==> config.mk <==
export PLATFORM = sky130hd
export DESIGN_NAME = mac_quad
export DESIGN_NICKNAME = d
export VERILOG_FILES = /design/src/rtl/mac_quad_pkg.sv /design/src/rtl/mac_quad_issue.sv /design/src/rtl/mac_quad_stage.sv /design/src/rtl/mac_quad_accbank.sv /design/src/rtl/mac_quad.sv
export SDC_FILE = /design/constraint.sdc
export NUM_CORES = 2
export LEC_CHECK = 0
export BUFFER_PORTS_ARGS = -buffer_cell sky130_fd_sc_hd__buf_2
export CAP_MARGIN = 40
export CORE_MARGIN = 3
export CORE_UTILIZATION = 55
export DETAILED_ROUTE_END_ITERATION = 10
export PLACE_DENSITY = 0.7
export REMOVE_ABC_BUFFERS = 1
export SETUP_SLACK_MARGIN = 0.02
export SLEW_MARGIN = 20
export SYNTH_ARGS = -nofsm -noshare
export SYNTH_HDL_FRONTEND = slang
export SYNTH_SLANG_ARGS = --single-unit
==> constraint.sdc <==
create_clock -name clk -period 17.03 [get_ports clk]
set_input_delay 1.703 -clock clk [delete_from_list [all_inputs] [get_ports clk]]
set_output_delay 1.703 -clock clk [all_outputs]
set_load 0.01 [all_outputs]
==> src/rtl/mac_quad_pkg.sv <==
package mac_quad_pkg;
  localparam int HALF_W    = 16;
  localparam int WORD_W    = 2 * HALF_W;
  localparam int EXT_W     = 16;
  localparam int FULL_W    = WORD_W + EXT_W;
  localparam int ACC_COUNT = 4;
  localparam int IDX_W     = $clog2(ACC_COUNT);
  localparam int MUL_STAGES = 3;
  localparam int EXT_HALF  = EXT_W / 2;

  typedef enum logic [1:0] {
    MODE_SINT  = 2'b00,
    MODE_SFRAC = 2'b01,
    MODE_UINT  = 2'b10,
    MODE_RSVD  = 2'b11
  } mode_e;

  typedef logic [FULL_W-1:0] full_t;

  typedef struct packed {
    logic             valid;
    logic             is_load;
    logic [IDX_W-1:0] idx;
    mode_e            mode;
    full_t            data;
  } stage_t;

  function automatic mode_e norm_mode(input logic [1:0] m);
    return (m == 2'b11) ? MODE_SINT : mode_e'(m);
  endfunction

  function automatic logic [HALF_W-1:0] pick_half(input logic [WORD_W-1:0] src,
                                                  input logic hi);
    return hi ? src[WORD_W-1:HALF_W] : src[HALF_W-1:0];
  endfunction

  function automatic full_t pack_full(input mode_e m, input logic [WORD_W-1:0] w,
                                      input logic [EXT_W-1:0] e);
    if (m == MODE_SFRAC) return {e[EXT_W-1:EXT_HALF], w, e[EXT_HALF-1:0]};
    return {e, w};
  endfunction

  function automatic logic [WORD_W-1:0] word_view(input mode_e m, input full_t f);
    if (m == MODE_SFRAC) return f[WORD_W+EXT_HALF-1:EXT_HALF];
    return f[WORD_W-1:0];
  endfunction

  function automatic logic [EXT_W-1:0] ext_view(input mode_e m, input full_t f);
    if (m == MODE_SFRAC) return {f[FULL_W-1:WORD_W+EXT_HALF], f[EXT_HALF-1:0]};
    return f[FULL_W-1:WORD_W];
  endfunction

  function automatic logic [WORD_W-1:0] mul_halves(input mode_e m,
                                                   input logic [HALF_W-1:0] a,
                                                   input logic [HALF_W-1:0] b);
    logic signed [WORD_W-1:0] sa, sb;
    if (m == MODE_UINT) return {{HALF_W{1'b0}}, a} * {{HALF_W{1'b0}}, b};
    sa = {{HALF_W{a[HALF_W-1]}}, a};
    sb = {{HALF_W{b[HALF_W-1]}}, b};
    return sa * sb;
  endfunction

  function automatic full_t widen_product(input mode_e m, input logic [WORD_W-1:0] p);
    case (m)
      MODE_UINT:  return {{EXT_W{1'b0}}, p};
      MODE_SFRAC: return {{(EXT_W-1){p[WORD_W-1]}}, p, 1'b0};
      default:    return {{EXT_W{p[WORD_W-1]}}, p};
    endcase
  endfunction
endpackage

==> src/rtl/mac_quad_issue.sv <==
module mac_quad_issue
  import mac_quad_pkg::*;
(
  input  logic [1:0]        mode,
  input  logic              op_valid,
  input  logic [IDX_W-1:0]  op_acc,
  input  logic [WORD_W-1:0] op_src_a,
  input  logic [WORD_W-1:0] op_src_b,
  input  logic              op_hi_a,
  input  logic              op_hi_b,
  input  logic              wr_valid,
  input  logic [IDX_W-1:0]  wr_acc,
  input  logic [WORD_W-1:0] wr_word,
  input  logic [EXT_W-1:0]  wr_ext,
  output stage_t            issue
);
  mode_e m_now;
  assign m_now = norm_mode(mode);

  always_comb begin
    issue = '0;
    if (op_valid) begin
      issue.valid   = 1'b1;
      issue.is_load = 1'b0;
      issue.idx     = op_acc;
      issue.mode    = m_now;
      issue.data    = {{EXT_W{1'b0}}, pick_half(op_src_a, op_hi_a),
                       pick_half(op_src_b, op_hi_b)};
    end else if (wr_valid) begin
      issue.valid   = 1'b1;
      issue.is_load = 1'b1;
      issue.idx     = wr_acc;
      issue.mode    = m_now;
      issue.data    = pack_full(m_now, wr_word, wr_ext);
    end
  end
endmodule

==> src/rtl/mac_quad_stage.sv <==
module mac_quad_stage
  import mac_quad_pkg::*;
#(
  parameter int STEP = 0
) (
  input  logic   clk,
  input  logic   rst_n,
  input  stage_t d,
  output stage_t q
);
  stage_t nxt;

  generate
    if (STEP == 1) begin : g_mul
      always_comb begin
        nxt = d;
        if (d.valid && !d.is_load)
          nxt.data = {{EXT_W{1'b0}},
                      mul_halves(d.mode, d.data[WORD_W-1:HALF_W], d.data[HALF_W-1:0])};
      end
    end else if (STEP == 2) begin : g_widen
      always_comb begin
        nxt = d;
        if (d.valid && !d.is_load)
          nxt.data = widen_product(d.mode, d.data[WORD_W-1:0]);
      end
    end else begin : g_pass
      assign nxt = d;
    end
  endgenerate

  always_ff @(posedge clk or negedge rst_n) begin
    if (!rst_n) q <= '0;
    else        q <= nxt;
  end
endmodule

==> src/rtl/mac_quad_accbank.sv <==
module mac_quad_accbank
  import mac_quad_pkg::*;
#(
  parameter int NUM_ACC = ACC_COUNT
) (
  input  logic                      clk,
  input  logic                      rst_n,
  input  stage_t                    upd,
  input  logic [1:0]                mode,
  input  logic [IDX_W-1:0]          rd_acc,
  output logic [WORD_W-1:0]         rd_word,
  output logic [EXT_W-1:0]          rd_ext,
  output logic [NUM_ACC*FULL_W-1:0] acc_flat
);
  full_t acc_q [NUM_ACC];
  mode_e m_rd;

  always_ff @(posedge clk or negedge rst_n) begin
    if (!rst_n) begin
      for (int i = 0; i < NUM_ACC; i++) acc_q[i] <= '0;
    end else if (upd.valid) begin
      if (upd.is_load) acc_q[upd.idx] <= upd.data;
      else             acc_q[upd.idx] <= acc_q[upd.idx] + upd.data;
    end
  end

  genvar g;
  generate
    for (g = 0; g < NUM_ACC; g++) begin : g_flat
      assign acc_flat[g*FULL_W +: FULL_W] = acc_q[g];
    end
  endgenerate

  assign m_rd    = norm_mode(mode);
  assign rd_word = word_view(m_rd, acc_q[rd_acc]);
  assign rd_ext  = ext_view(m_rd, acc_q[rd_acc]);
endmodule

==> src/rtl/mac_quad.sv <==
module mac_quad
  import mac_quad_pkg::*;
#(
  parameter int NUM_ACC = ACC_COUNT,
  parameter int STAGES  = MUL_STAGES
) (
  input  logic              clk,
  input  logic              rst_n,
  input  logic [1:0]        mode,
  input  logic              op_valid,
  input  logic [1:0]        op_acc,
  input  logic [31:0]       op_src_a,
  input  logic [31:0]       op_src_b,
  input  logic              op_hi_a,
  input  logic              op_hi_b,
  input  logic              wr_valid,
  input  logic [1:0]        wr_acc,
  input  logic [31:0]       wr_word,
  input  logic [15:0]       wr_ext,
  input  logic              rd_req,
  input  logic [1:0]        rd_acc,
  output logic              rd_ready,
  output logic [31:0]       rd_word,
  output logic [15:0]       rd_ext
);
  stage_t pipe [STAGES+1];

  mac_quad_issue u_issue (
    .mode(mode), .op_valid(op_valid), .op_acc(op_acc),
    .op_src_a(op_src_a), .op_src_b(op_src_b),
    .op_hi_a(op_hi_a), .op_hi_b(op_hi_b),
    .wr_valid(wr_valid), .wr_acc(wr_acc), .wr_word(wr_word), .wr_ext(wr_ext),
    .issue(pipe[0])
  );

  genvar k;
  generate
    for (k = 0; k < STAGES; k++) begin : g_stage
      mac_quad_stage #(.STEP(k)) u_stage (
        .clk(clk), .rst_n(rst_n), .d(pipe[k]), .q(pipe[k+1])
      );
    end
  endgenerate

  // named events for the checker
  logic                      issue_valid, issue_is_load, ret_valid;
  logic [IDX_W-1:0]          issue_idx, ret_idx;
  logic [NUM_ACC*FULL_W-1:0] acc_flat;
  logic                      rd_pending;

  assign issue_valid   = pipe[0].valid;
  assign issue_is_load = pipe[0].is_load;
  assign issue_idx     = pipe[0].idx;
  assign ret_valid     = pipe[STAGES].valid;
  assign ret_idx       = pipe[STAGES].idx;

  always_comb begin
    rd_pending = 1'b0;
    for (int s = 1; s <= STAGES; s++)
      if (pipe[s].valid && pipe[s].idx == rd_acc) rd_pending = 1'b1;
  end

  mac_quad_accbank #(.NUM_ACC(NUM_ACC)) u_bank (
    .clk(clk), .rst_n(rst_n), .upd(pipe[STAGES]), .mode(mode),
    .rd_acc(rd_acc), .rd_word(rd_word), .rd_ext(rd_ext), .acc_flat(acc_flat)
  );

  assign rd_ready = rd_req && !rd_pending;
endmodule

==> qor.yml <==
status: "finished clean"
route.detailed.drc: 0
clock-sinks: 352
coreArea_um2: 60600
tightest_slew_ns: 0.944
cts_tree: "yes"
yosys.area.top_type: "dfrtp_1"
cts_setup_buffers: 0
vias: 25600
post_synth_fa_ha_maj_area_fraction: 0.292
synth-seq-cells: 352
min_path_type: "reg -> reg"
p_total_uw: 7690
hold_buffers: 0
cts_resized: 0
grt_first_pass_wirelength_um: 140000
die_x_um: 254
critical_path_class: "reg -> reg"
ant_nets: 0
dr.pass1.iters: 5
overflow: 0
worstPathArrival_ns: 7.80
placedCellCount: 4380
cts.htree.levels: 2
max_cap_violations: 0
synth_compound_area_frac: 0.123
finalHoldViolations: 0
antenna_found_initial: 3
synth_edf_count: 0
synthMuxAreaShare: 0.0901
skew_ns: 0.0235
synthArstFlopShare: 1.00
post-route-period-util: 0.431
slew_headroom: 0.371
start_util: 0.558
synth-simple-area-share: 0.135
die_area_um2: 64400
setup.worst_path.start_class: "flop"
report.final.slew_viol_count: 0
wirelength_um: 88000
grt_usage: 0.280
synth_cell_types: 76
synth_warnings: 0
rsz0062_at_grt: "no"
path_max_fanout: 18
grt_pass1_vias: 25900
numPortBuffers: 175
clock_path_buffers: 3
gp_congestion: 0.960
cp-end-kind: "flop"
yosysSeqAreaShare: 0.261
yosys.area.top_type_share: 0.261
syn_inst: 3578
nets: 4340
power_density_nw_per_um2: 209
fin_crit_ns: 7.35
drive_gt1_frac: 0.120
areaGrowthSynthToFinish_pct: 9.09
irDropWorstVdd_mv: 0.167
fillers: 5190
setup_slack_ns: 9.68
fin_tns_setup_ns: 0
grt_max_degree: 86
pre_cts_slack_ns: 9.81
instances_no_fill: 4460
die_h_um: 254
synth_ff_type: "dfrtp_1"
drt_iter0_markers: 1765
worstPathRequired_ns: 17.48
synth_top_family_by_area: "adder cells"
root_buffer: "clkbuf_16"
max_freq_ghz: 0.136
vias_per_cell: 5.74
syn-cell-area_um2: 33800
synth_area_leaders: "dfrtp_1 (26%), fa_1 (22%), ha_1 (7.4%)"
leakagePower_uw: 0.0183
finalSetupViolCount: 0
cts_buffers: 41
wl_per_cell_um: 19.7
postSynthAreaPerCell_um2: 9.44
io_pins: 176
synthXorXnorAreaFrac: 0.0254
dp_hpwl_um: 67800
rows: 90
clkTransAtPathRegs_ns: 0.07
clk_latency_ns: 0.59
-- synth_stat cells (all sizes together), types with 12 or more instances --
master / number
o21ai: 309
and2: 148
a22o: 33
buf: 29
a21oi: 149
nand4: 17
xnor2: 66
nor2: 140
nand3: 22
nand2: 599
nor3: 23
xor2: 31
and3: 14
mux2i: 50
mux2: 33
a31oi: 20
a21o: 66
a211oi: 17
fa: 367
nand2b: 17
nor2b: 14
o21bai: 12
ha: 201
mux4: 96
inv: 477
dfrtp: 352
o21a: 19
clkbuf: 157
-- flip-flops by register name, indices dropped and copies added (netlist names) --
register and flops:
u_bank.acc_flat 192, g_stage.u_stage.q 160
-- stage by stage --
step	hold WS (ns)	cell area [um^2]	util
after detailed placement	0.369	35400	0.584
after floorplan	0.346	33100	-
after global placement	0.356	35100	0.580
final	0.380	36800	0.608
after CTS	0.382	36800	0.607
after global routing	0.399	36800	0.608
-- cells by family (layout without fill, tap and decap cells) --
group           after synthesis  count (layout)
buf+inv                     664             763
compound gates              692             692
mux                         179             179
flops                       352             352
other cells                   0               1
fa+ha+maj                   568             568
xor+xnor                     97              97
simple gates               1026            1026
-- where the power goes --
group	switching (uW)	internal, uW	leakage [uW]
combinational	3070	2300	0.0132
sequential	258	1140	0.00444
clock	397	515	0.000675
-- routing by layer --
| metal | wire (um) | vias up | GRT usage |
|---|---|---|---|
| met2 | 40900 | 806 | 0.452 |
| met1 | 38400 | 12700 | 0.391 |
| li1 | - | 11900 | - |
| met3 | 6140 | 150 | 0.0512 |
| met5 | 20 | - | 0 |
| met4 | 2530 | 4 | 0.0834 |
-- worst max-delay path, stage by stage, from the launching register on --
cell and delay [ns]:
dfrtp_1 0.78, clkinv_1 0.77, nor2_1 0.35, fa_1 0.42, inv_1 0.09, fa_1 0.44
fa_1 0.50, fa_1 0.53, inv_1 0.05, fa_1 0.47, inv_1 0.05, fa_1 0.47
inv_1 0.04, ha_1 0.34, nand3_1 0.14, nand3b_1 0.21, o211ai_1 0.36, a21oi_1 0.18
o21ai_0 0.31, nand2_1 0.13, a21oi_1 0.19, xnor2_1 0.11, a211o_1 0.28
-- final timing paths --
kind	start	end	slack [ns]	cells after the start
min in group asynchronous	rst_n	u_bank.acc_flat[3]	1.11	1
setup / recovery	g_stage[0].u_stage.q[15]	g_stage[1].u_stage.q[31]	9.68	22
max in group asynchronous	rst_n	g_stage[0].u_stage.q[14]	13.98	6
hold / removal	g_stage[1].u_stage.q[52]	g_stage[2].u_stage.q[52]	0.38	0
hold reg to reg	g_stage[1].u_stage.q[52]	g_stage[2].u_stage.q[52]	0.38	0
setup reg to reg	g_stage[0].u_stage.q[15]	g_stage[1].u_stage.q[31]	9.68	22
-- cell usage in the layout (no fill, tap or decap), drive strengths merged, types with 5 or more instances in the layout --
| cell type | instances |
|---|---|
| nor2 | 140 |
| xor2 | 31 |
| o21ai | 309 |
| buf | 210 |
| o21a | 19 |
| a31oi | 20 |
| ha | 201 |
| o21bai | 12 |
| fa | 367 |
| and3 | 14 |
| nand2b | 17 |
| mux2 | 33 |
| a21oi | 149 |
| a21o | 66 |
| nor3 | 23 |
| nor2b | 14 |
| o211ai | 5 |
| clkinv | 14 |
| clkbuf | 52 |
| and2 | 148 |
| nand2 | 599 |
| o31ai | 6 |
| o41ai | 5 |
| mux2i | 50 |
| nand3 | 22 |
| nor3b | 6 |
| nand4 | 17 |
| inv | 482 |
| a22o | 33 |
| o22ai | 8 |
| a211oi | 17 |
| xnor2 | 66 |
| a2111oi | 6 |
| or2 | 9 |
| dfrtp | 352 |
| mux4 | 96 |
| o311ai | 6 |
-- final cells by class --
type,instances,area [um^2],area share
clock buffer,52,1100,0.0298
sequential,352,8810,0.239
timing repair buffer,210,1360,0.0370
multi-input combinational,2562,22500,0.611
antenna,1,2.50,0.0000679
clock inverter,23,289,0.00784
inverter,478,1790,0.0487
tap,782,978,0.0266
(Power assumes the default switching activity.)
